==> src/rtl/cic_pkg.sv <==
package cic_pkg;

    localparam int unsigned LVL_RESET = 0;
    localparam int unsigned LVL_NMI   = 1;
    localparam int unsigned FIRST_EXT = 4;

    typedef enum logic [1:0] {
        REG_MASK = 2'd0,
        REG_CTRL = 2'd1,
        REG_PSET = 2'd2,
        REG_PCLR = 2'd3
    } reg_sel_e;

    // Levels that can hold a pending flag: all except the reserved pair.
    function automatic logic [31:0] impl_levels(input int unsigned n);
        logic [31:0] m;
        m = '0;
        for (int unsigned i = 0; i < n; i++) begin
            if (i != 2 && i != 3) m[i] = 1'b1;
        end
        return m;
    endfunction

    // Levels fed by external request lines.
    function automatic logic [31:0] ext_levels(input int unsigned n);
        logic [31:0] m;
        m = '0;
        for (int unsigned i = FIRST_EXT; i < n; i++) m[i] = 1'b1;
        return m;
    endfunction

endpackage

==> src/rtl/cic_edge.sv <==
module cic_edge #(
    parameter int unsigned W = 16
) (
    input  logic         clk,
    input  logic         rst_n,
    input  logic [W-1:0] req,
    output logic [W-1:0] rise
);
    logic [W-1:0] prev_d, prev_q;

    always_comb begin
        prev_d = req;
        rise   = req & ~prev_q;
    end

    always_ff @(posedge clk or negedge rst_n) begin
        if (!rst_n) prev_q <= '0;
        else        prev_q <= prev_d;
    end
endmodule

==> src/rtl/cic_pend.sv <==
module cic_pend
    import cic_pkg::*;
#(
    parameter int unsigned N = 16
) (
    input  logic         clk,
    input  logic         rst_n,
    input  logic [N-1:0] rise,
    input  logic [N-1:0] sw_set,
    input  logic [N-1:0] sw_clr,
    input  logic [N-1:0] ack_clr,
    output logic [N-1:0] pend_q
);
    localparam logic [N-1:0] IMPL = N'(impl_levels(N));

    logic [N-1:0] pend_d;

    always_comb begin
        // Sets dominate clears so a same-cycle edge is never lost.
        pend_d = ((pend_q & ~(ack_clr | sw_clr)) | rise | sw_set) & IMPL;
    end

    always_ff @(posedge clk or negedge rst_n) begin
        if (!rst_n) pend_q <= '0;
        else        pend_q <= pend_d;
    end

    for (genvar i = 0; i < N; i++) begin : g_chk
        if (IMPL[i]) begin : g_impl
            AST_EDGE_SETS: assert property (@(posedge clk) disable iff (!rst_n)
                rise[i] |=> pend_q[i]);
            AST_ACK_CLEARS: assert property (@(posedge clk) disable iff (!rst_n)
                (ack_clr[i] && !rise[i] && !sw_set[i]) |=> !pend_q[i]);
            AST_ACK_KEEPS_EDGE: assert property (@(posedge clk) disable iff (!rst_n)
                (ack_clr[i] && rise[i]) |=> pend_q[i]);
        end
    end
endmodule

==> src/rtl/cic_prio.sv <==
module cic_prio #(
    parameter int unsigned N  = 16,
    parameter int unsigned LW = $clog2(N)
) (
    input  logic          clk,
    input  logic          rst_n,
    input  logic [N-1:0]  elig,
    output logic          valid,
    output logic [LW-1:0] level
);
    always_comb begin
        valid = 1'b0;
        level = '0;
        // Walk downward so the lowest set index is the last assignment.
        for (int i = N - 1; i >= 0; i--) begin
            if (elig[i]) begin
                valid = 1'b1;
                level = LW'(i);
            end
        end
    end

    AST_IDLE_ZERO: assert property (@(posedge clk) disable iff (!rst_n)
        !valid |-> level == '0);
    AST_RSVD_NEVER: assert property (@(posedge clk) disable iff (!rst_n)
        valid |-> (level != LW'(2) && level != LW'(3)));
    AST_WINNER_PENDING: assert property (@(posedge clk) disable iff (!rst_n)
        valid |-> elig[level]);
endmodule

==> src/rtl/core_irq_ctrl.sv <==
module core_irq_ctrl
    import cic_pkg::*;
#(
    parameter int unsigned N_LVL = 16,
    parameter int unsigned LW    = $clog2(N_LVL),
    parameter int unsigned N_EXT = N_LVL - FIRST_EXT
) (
    input  logic             clk,
    input  logic             rst_n,
    input  logic             rst_req,
    input  logic             nmi_req,
    input  logic [N_EXT-1:0] ext_req,
    input  logic             ack_valid,
    input  logic [LW-1:0]    ack_level,
    input  logic             reg_wr,
    input  logic [1:0]       reg_addr,
    input  logic [N_LVL-1:0] reg_wdata,
    output logic [N_LVL-1:0] reg_rdata,
    output logic             irq_valid,
    output logic [LW-1:0]    irq_level
);
    localparam logic [N_LVL-1:0] EXT_M  = N_LVL'(ext_levels(N_LVL));
    localparam logic [N_LVL-1:0] FORCED = N_LVL'((1 << LVL_RESET) | (1 << LVL_NMI));

    typedef struct packed {
        logic [N_LVL-1:0] mask;
        logic             gie;
    } cfg_t;

    cfg_t cfg_d, cfg_q;

    logic [N_LVL-1:0] req_all, rise, sw_set, sw_clr, ack_clr, pend_q, elig;
    reg_sel_e         sel;

    always_comb begin
        sel     = reg_sel_e'(reg_addr);
        req_all = '0;
        req_all[LVL_RESET] = rst_req;
        req_all[LVL_NMI]   = nmi_req;
        req_all[N_LVL-1:FIRST_EXT] = ext_req;

        cfg_d  = cfg_q;
        sw_set = '0;
        sw_clr = '0;
        if (reg_wr) begin
            unique case (sel)
                REG_MASK: cfg_d.mask = reg_wdata & EXT_M;
                REG_CTRL: cfg_d.gie  = reg_wdata[0];
                REG_PSET: sw_set     = reg_wdata;
                REG_PCLR: sw_clr     = reg_wdata;
            endcase
        end

        ack_clr = ack_valid ? (N_LVL'(1) << ack_level) : '0;

        elig = pend_q & (FORCED | (cfg_q.mask & {N_LVL{cfg_q.gie}}));

        unique case (sel)
            REG_MASK: reg_rdata = cfg_q.mask;
            REG_CTRL: reg_rdata = {{(N_LVL-1){1'b0}}, cfg_q.gie};
            default:  reg_rdata = pend_q;
        endcase
    end

    always_ff @(posedge clk or negedge rst_n) begin
        if (!rst_n) cfg_q <= '0;
        else        cfg_q <= cfg_d;
    end

    cic_edge #(.W(N_LVL)) u_edge (
        .clk  (clk),
        .rst_n(rst_n),
        .req  (req_all),
        .rise (rise)
    );

    cic_pend #(.N(N_LVL)) u_pend (
        .clk    (clk),
        .rst_n  (rst_n),
        .rise   (rise),
        .sw_set (sw_set),
        .sw_clr (sw_clr),
        .ack_clr(ack_clr),
        .pend_q (pend_q)
    );

    cic_prio #(.N(N_LVL), .LW(LW)) u_prio (
        .clk  (clk),
        .rst_n(rst_n),
        .elig (elig),
        .valid(irq_valid),
        .level(irq_level)
    );

    AST_RST_WINS: assert property (@(posedge clk) disable iff (!rst_n)
        pend_q[LVL_RESET] |-> (irq_valid && irq_level == '0));
    AST_NMI_UNMASKED: assert property (@(posedge clk) disable iff (!rst_n)
        (pend_q[LVL_NMI] && !pend_q[LVL_RESET]) |-> (irq_valid && irq_level == LW'(LVL_NMI)));
    AST_MASK_GATES: assert property (@(posedge clk) disable iff (!rst_n)
        (irq_valid && irq_level >= LW'(FIRST_EXT)) |-> (cfg_q.gie && cfg_q.mask[irq_level]));
    AST_LOW_MASK_ZERO: assert property (@(posedge clk) disable iff (!rst_n)
        cfg_q.mask[FIRST_EXT-1:0] == '0);
endmodule

==> config.mk <==
export PLATFORM = sky130hd
export DESIGN_NAME = core_irq_ctrl
export DESIGN_NICKNAME = d
export VERILOG_FILES = /design/src/rtl/cic_pkg.sv /design/src/rtl/cic_edge.sv /design/src/rtl/cic_pend.sv /design/src/rtl/cic_prio.sv /design/src/rtl/core_irq_ctrl.sv
export SDC_FILE = /design/constraint.sdc
export NUM_CORES = 1
export LEC_CHECK = 0
export CAP_MARGIN = 5
export CORE_ASPECT_RATIO = 1.25
export CORE_MARGIN = 3
export CORE_UTILIZATION = 42
export CTS_CLUSTER_DIAMETER = 150
export DETAILED_ROUTE_END_ITERATION = 8
export GPL_TIMING_DRIVEN = 0
export PLACE_DENSITY_LB_ADDON = 0.3
export SYNTH_ARGS = -nofsm -noshare
export SYNTH_HDL_FRONTEND = slang
export SYNTH_SLANG_ARGS = --single-unit
export TNS_END_PERCENT = 10
==> constraint.sdc <==
create_clock -name clk -period 1.3 [get_ports clk]
set_clock_uncertainty 0.1 [all_clocks]
set_input_delay 0.26 -clock clk [delete_from_list [all_inputs] [get_ports clk]]
set_output_delay 0.26 -clock clk [all_outputs]
set_load 0.01 [all_outputs]
[Word level (Yosys, flattened, before mapping)]
Cells that the tools add are included.
Storage, ports and cells
  bits of input ports: 40
  logic and storage cells: 58
  output and inout port bits: 21
  register bits after elaboration: 41
Cells by class
  reductions and logical operators: 3
  shift-type cells: 1
  eq/ne operators: 3
  bitwise logic cells: 9
  mux-type cells: 38
Operators by type and width (count)
  $mux W16: 5
  $and A16 B16 Y16: 4
  $mux W4: 16
  $or A16 B16 Y16: 3
  $not A16 Y16: 2
  $pmux W16 S2: 1
  $mux W1: 16
  $shl A1 B4 Y16 const A: 1
  $eq A2 B2 Y1 const B: 2
  $reduce_and A2 Y1: 2
  $eq A2 B1 Y1 const B: 1
  $logic_not A2 Y1: 1

[Longest topological paths before layout]
Gate-level depths: netlist (run 1).
  word-level depth: 18
  depth in mapped cells: 5
  mapped depth without buffers: 4

[Modules after synthesis]
A second synthesis (run 1) with hierarchy kept.
Second synthesis, totals
  cell total of the unflattened synthesis: 239
  area total of the unflattened synthesis: 2437.3 um^2
By module, submodules not included
  core_irq_ctrl: area each 1093.5 um^2, instances 1, cells each 129, seq. area each 325.3 um^2
  cic_edge: area each 620.6 um^2, instances 1, cells each 32, seq. area each 400.4 um^2
  cic_pend: area each 544.3 um^2, instances 1, cells each 45, seq. area each 350.3 um^2
  cic_prio: area each 178.9 um^2, instances 1, cells each 33, seq. area each 0.0 um^2

[Worst setup path before layout (run 1)]
OpenSTA, ideal clock, no wires.
  path kind: register to output
  start: register u_pend.pend_q[5]
  end: output port irq_level[1]
  arrival: 1.270 ns
  stages on the path, launching flop included: 4
  required time: 0.940 ns
  setup slack: -0.330 ns
  path buffers: 0
  path through: dfrtp_1 -> a22o_1 -> a211oi_1 -> a21boi_0
On the way
  longest elaborated chain between the ends: 7
RTL lines
  from (decl): line cic_pend.sv:12  | output logic [N-1:0] pend_q
  from (signal assigned): line cic_pend.sv:25  | else pend_q <= pend_d;
  $and A16 B16 Y16: line core_irq_ctrl.sv:56  | elig = pend_q & (FORCED | (cfg_q.mask & {N_LVL{cfg_q.gie}}));
  $mux W4 (6 in a row): line cic_prio.sv:16  | if (elig[i]) begin
  to (decl): line core_irq_ctrl.sv:20  | output logic [LW-1:0] irq_level
Every way passes these cells.

[Worst setup path after layout (run 1)]
  start: register u_pend.pend_q[12]
  end: output port irq_level[1]
On the way
  longest elaborated chain between the ends: 14
RTL lines (line)
  $and A16 B16 Y16: core_irq_ctrl.sv:56
  $mux W4 (13 in a row): cic_prio.sv:16
Every way passes these cells.

==> reports/metrics.yaml, run 1 <==
routing:
  wl_per_cell_um: 17.4
  ant_nets: 0
  dr.pass1.iters: 4
  via_per_inst: 5.63
  drt_iter0_markers: 156
  drc_errors: 0
  num_vias: 1943
  finalWirelength_um: 6000
sta:
  fmax_mhz: 499
  worst_slack_ps: -704
  slew-limit-headroom_pct: 65.9
  slew_viol_final: 0
  finalSetupViolations: 22
  hold_viol: 0
  tightest_slew_ps: 512
  rsz0062_at_grt: "true"
  tns_ps: -5470
  fin_crit_sh_pct: 154
  timing.hold.ws_ps: 226
  min_period_ps: 2000
final_layout:
  fillCellCount: 391
  final_common_cell: "dfrtp_1"
  num-nets-final: 326
  multi_input_area_um2: 1050
  antenna_cells: 0
  layout_common_cells: "39 x dfrtp_1, 28 x clkdlybuf4s50_1, 24 x nand2_1, 19 x buf_2"
  layout-drive-gt1-share_pct: 33.4
  register_area_um2: 1030
  syn2layout_area_growth_pct: 47.6
worst_setup_path:
  arrival_ps: 1640
  path_max_fanout: 4
  path_cells: "and2_2 > nor4b_2 > o2bb2ai_2 > a21boi_2 > clkdlybuf4s15_2"
  end_kind: "output pin"
  critPathLaunchType: "flip-flop"
  critPathMaxStageDelay_ps: 420
  crit_type: "reg2out"
  critPathSlowestCell: "dfrtp_1"
  critPathRequiredTime_ps: 940
synth:
  syn_area_um2: 2070
  syn_area_per_cell_um2: 10.0
  synth-seq-cells: 41
  ys_seq_area_share_pct: 49.5
  synth_cells: 207
  synthDistinctLibCells: 36
  yosysWarnings: 0
power:
  ir_drop_uv: 891
  total_power_mw: 3.56
  cellLeakagePower_nw: 1.34
  pwr_density_cell_nw_per_um2: 1160
grt:
  grt_max_degree: 22
  track_usage_pct: 22.4
  grt.overflow.total: 0
  grt_antenna_before_repair: 0
  grt_pass1_vias: 1984
  grt_pass1_wl_um: 9720
clocking:
  cts_buffers: 5
  worstSkewPairLatency_ps: 290
  cts-root-buf: "clkbuf_8"
  cts_tree: "yes"
  cts_max_level: 2
  clkSlewWorstSetupHoldPaths_ps: 80
  clock_path_buffers: 2
  cts.sinks: 41
place:
  dpl.hpwl_um: 4190
  io_buffers: 56
  dp_slack_ps: -1310
  gp_congestion: 0.870
die:
  fp.dieW_um: 68.9
  core_um2: 4590
  fp.dieH_um: 84.6
  die_area_um2: 5820
  initial_core_util_pct: 45.2
  rows: 27
  io_pins: 61
min_path:
  min-delay-path-class: "in2reg"
job:
  maxCapViolations: 0
outcome:
  status: "finished, violations left"
  violations: "setup timing"
-- critical path: cells and delay by family, from the launching register on --
family                 cells  cell delay [ps]
AOI/OAI and AO/OA          2              200
buffers and inverters      1              230
DFF                        1              420
and+or+nand+nor            2              500
-- final cells by class --
cell class	count	area share (%)
clock inverter	1	0.163
buffer	10	3.76
sequential	41	33.6
clock buffer	7	3.15
inverter	15	1.84
tap	58	2.37
multi-input combinational	142	34.2
timing repair buffer	71	21.0
-- repair_timing --
| action | 4_1_cts | 5_1_grt |
|---|---|---|
| endpoints found under the setup margin | 46 | 40 |
| gates resized for setup | 134 | 19 |
| gates cloned | 1 | 0 |
| pin swaps | 9 | 11 |
| hold endpoints to repair | 20 | 0 |
| hold buffers | 1 | 0 |
| buffers inserted | 12 | 0 |
-- cell usage after synthesis, drive strengths merged --
master	count	area, um^2
o21ai	20	100
o211ai	1	7.51
and2	2	12.5
buf	8	50.1
nand3b	3	22.5
a22oi	1	7.51
inv	15	56.3
nand2	26	97.6
a31o	1	8.76
a221o	13	130
or2b	2	17.5
o2bb2ai	1	8.76
dfrtp	41	1030
mux2	13	146
a32o	1	10.0
clkbuf	2	7.51
a31oi	1	6.26
nor2	4	15.0
a21boi	2	15.0
a22o	7	61.3
and3	1	6.26
a211oi	4	30.0
or3b	1	8.76
conb	1	3.75
nand3	5	25.0
nor3b	1	12.5
nor2b	2	12.5
o221ai	1	8.76
nor4b	2	17.5
a41o	1	10.0
a21oi	16	80.1
nand2b	7	43.8
o2111ai	1	8.76
-- flip-flops by register name (all words and copies together) (netlist names) --
signal / count
u_edge.prev_q: 14
cfg_q: 13
u_pend.pend_q: 14
-- cell families after synthesis --
kind of cell	Yosys count	synth area share, %
other cells	1	0.181
buf+inv	25	5.49
mux	13	7.06
simple gates	56	14.1
flops	41	49.5
compound gates	71	23.8
-- where the power goes --
| part | internal (mW) | leakage (nW) | switching (mW) | total [mW] |
|---|---|---|---|---|
| clock network | 0.480 | 0.0542 | 0.428 | 0.908 |
| logic | 0.568 | 0.833 | 0.517 | 1.08 |
| registers | 1.43 | 0.456 | 0.142 | 1.57 |
| total | 2.47 | 1.34 | 1.09 | 3.56 |
-- layer usage --
layer | global-route usage [%] | up-vias | wire length [um]
li1 | - | 911 | -
met1 | 29.6 | 947 | 2550
met5 | 0 | - | 0
met3 | 5.89 | 21 | 358
met4 | 9.22 | 0 | 179
met2 | 34.3 | 64 | 2910
-- path summary, 6_finish.rpt --
kind,cells past startpoint,from,end,slack (ps)
max,5,u_pend.pend_q[12],irq_level[1],-700
min,3,reg_addr[1],cfg_q[5],230
max reg2reg,2,u_pend.pend_q[0],u_pend.pend_q[0],150
min reg2reg,1,u_edge.prev_q[1],u_pend.pend_q[1],390
max in group asynchronous,3,rst_n,u_pend.pend_q[1],240
min in group asynchronous,2,rst_n,cfg_q[14],370
-- stage by stage --
step | utilization (%) | instances | instance area [um^2]
after floorplan | - | 208 | 2110
after global placement | 59.7 | 322 | 2740
final | 66.7 | 345 | 3060
after global routing | 66.7 | 345 | 3060
after detailed placement | 60.2 | 323 | 2760
after CTS | 65.8 | 345 | 3020
Note: power is estimated with default switching activity, not from simulation.
==> run 2, diff against run 1 <==
CAP_MARGIN = unset   (was 5)
REMOVE_ABC_BUFFERS = 1   (was unset)
==> run 2 against run 1 <==
Combinational power shrank 11%; largest power group unchanged; via count shrank 4.7%; sequential power is essentially flat; core utilization shrank 5.4 points; the flow finishes with violations (hold timing, setup timing); count of clock-buffer cells in the layout shrank 1; hold slack lost 240 ps; largest cell class unchanged; setup slack lost 5.3 ps; critical endpoint unchanged; flip-flop and latch count is the same; highest routed layer unchanged; global-route usage shrank 1.8 points; cell count shrank 4.3%.
==> reports/metrics.yaml, run 2 (synthesis results as in run 1) <==
outcome:
  status: "finished, violations left"
  violations: "hold timing, setup timing"
routing:
  wl_per_cell_um: 16.8  # -3.6%
  drt_iter0_markers: 62  # -60%
  num_vias: 1851  # -4.7%
  via_per_inst: 5.61  # -0.40%
  ant_nets: 0  # unchanged
  dr.pass1.iters: 4  # unchanged
  finalWirelength_um: 5530  # -7.8%
  drc_errors: 0  # unchanged
die:
  io_pins: 61  # unchanged
  fp.dieW_um: 68.9  # unchanged
  rows: 27  # unchanged
  die_area_um2: 5820  # unchanged
  initial_core_util_pct: 45.2  # unchanged
  fp.dieH_um: 84.6  # unchanged
  core_um2: 4590  # unchanged
worst_setup_path:
  path_cells: "a22o_1 > a211oi_2 > buf_4 > a21boi_2 > buf_2"
  rrSetupSlack_ps: 120  # -30 ps
  critPathTopFamily: "compound AO/OA/AOI/OAI gates"
  critPathLaunchType: "flip-flop"
  crit_type: "reg2out"
  critPathSlowestCell: "dfrtp_1"
  arrival_ps: 1650  # about the same
  cp.depth: 5  # unchanged
  end_kind: "output pin"
  r2r_end: "u_pend.pend_q[15]"
  path_max_fanout: 4  # unchanged
  critPathMaxStageDelay_ps: 420  # about the same
  critPathBufInv: 2  # +1
  r2r_start: "u_pend.pend_q[15]"
  critPathRequiredTime_ps: 940  # about the same
  reg2reg_depth: 4  # +2
sta:
  rsz0062_at_grt: "true"
  timing.hold.ws_ps: -16.3  # -242 ps
  tightest_slew_ps: 898  # +386 ps
  slew_viol_final: 0  # unchanged
  fmax_mhz: 498  # -0.26%
  hold_viol: 23  # +23
  finalSetupViolations: 31  # +41%
  worst_slack_ps: -709  # -5.30 ps
  min_period_ps: 2010  # +5.30 ps
  slew-limit-headroom_pct: 40.2  # -26 points
  fin_crit_sh_pct: 155  # +0.41 points
final_layout:
  layout_common_cells: "39 x dfrtp_1, 28 x clkdlybuf4s50_1, 24 x nand2_1, 20 x buf_2, 16 x a21oi_1"
  register_area_um2: 1030  # unchanged
  reg.largest.list: "u_edge.prev_q x14, u_pend.pend_q x14, cfg_q x13"
  syn2layout_area_growth_pct: 35.8
  fillCellCount: 428  # +9.5%
  num-nets-final: 311  # -4.6%
  fin_util_pct: 61.3  # -5.4 points
  layout-drive-gt1-share_pct: 29.8  # -3.7 points
  multi_input_area_um2: 1040  # -0.36%
  antenna_cells: 0  # unchanged
  final_common_cell: "dfrtp_1"
grt:
  grt-busiest-layer: "met2"
  grt_pass1_wl_um: 9010  # -7.2%
  grt.overflow.total: 0  # unchanged
  grt_antenna_before_repair: 0  # unchanged
  grt_use_met1_pct: 27.6  # -2.0 points
  grt_pass1_vias: 1899  # -4.3%
  grt_max_degree: 42  # +91%
  gr-usage-met3_pct: 4.42  # -1.5 points
  grtUsageMet2_pct: 31.3  # -3.0 points
  track_usage_pct: 20.6  # -1.8 points
clocking:
  cts.sinks: 41  # unchanged
  cts_tree: "yes"
  cts_max_level: 2  # unchanged
  clkSlewWorstSetupHoldPaths_ps: 80  # about the same
  worstSkewPairLatency_ps: 300  # about the same
  cts-root-buf: "clkbuf_8"
  ctsHoldBuffers: 0  # -1
  cts_buffers: 5  # unchanged
  clock_path_buffers: 2  # unchanged
power:
  total_power_mw: 3.33  # -6.6%
  cellLeakagePower_nw: 1.22  # -9.1%
  pwr_density_cell_nw_per_um2: 1180  # +1.6%
  ir_drop_uv: 811  # -9.0%
job:
  maxCapViolations: 0  # unchanged
place:
  io_buffers: 56  # unchanged
  dpl.hpwl_um: 3800  # -9.1%
  gp_congestion: 0.837  # -3.8%
min_path:
  min-delay-path-class: "in2async"
==> run 2: cell types whose count changed in the layout (fill, tap and decap cells not counted), sizes merged <==
cell           delta
clkbuf            -1
clkdlybuf4s15     -1
dlygate4sd3       -1
buf              -12
dlygate4sd2       -1
clkinv            +1
==> run 2: where the power goes <==
group,internal [mW],switching [mW]
Combinational,0.490,0.471
Sequential,1.43,0.140
Clock,0.372,0.428
Total,2.29,1.04
==> run 2: routing by layer <==
metal | up-vias | wire length (um) | part of all wire, %
met5 | - | 0 | 0
met4 | 0 | 107 | 1.9
met3 | 8 | 274 | 5.0
met2 | 48 | 2800 | 51
met1 | 919 | 2360 | 43
li1 | 876 | - | -
==> run 2: worst max path at each step <==
stage,start,endpoint,slack (ps)
after global placement,reg_addr[1],cfg_q[7],-1540
after global routing,cfg_q[6],irq_level[1],-780
after floorplan,u_pend.pend_q[5],irq_level[1],-330
final,cfg_q[6],irq_level[1],-710
after CTS,cfg_q[6],irq_level[1],-700
after detailed placement,reg_addr[1],cfg_q[11],-1580
==> run 2: area by class of cell <==
cell class	instances	share of cell area, %
inverter	15	2.00
clock buffer	6	2.58
timing repair buffer	66	19.0
clock inverter	2	0.355
sequential	41	36.5
multi-input combinational	142	37.0
tap	58	2.58
==> run 2: repair_timing <==
item,4_1_cts,5_1_grt
resized for setup,136,14
pin swaps,14,5
buffers inserted,10,0
endpoints found under the setup margin,46,40
==> run 2: stage by stage <==
step	instances	setup WS [ps]	instance area [um^2]	setup TNS [ps]	hold WS (ps)
5_1_grt	330	-776	2820	-8780	62.9
3_5_place_dp	312	-1580	2650	-61730	337
3_3_place_gp	312	-1540	2650	-107650	370
4_1_cts	330	-704	2810	-7190	12.3
2_1_floorplan	198	-330	2020	-2870	-136
6_report	330	-709	2820	-6850	-16.3
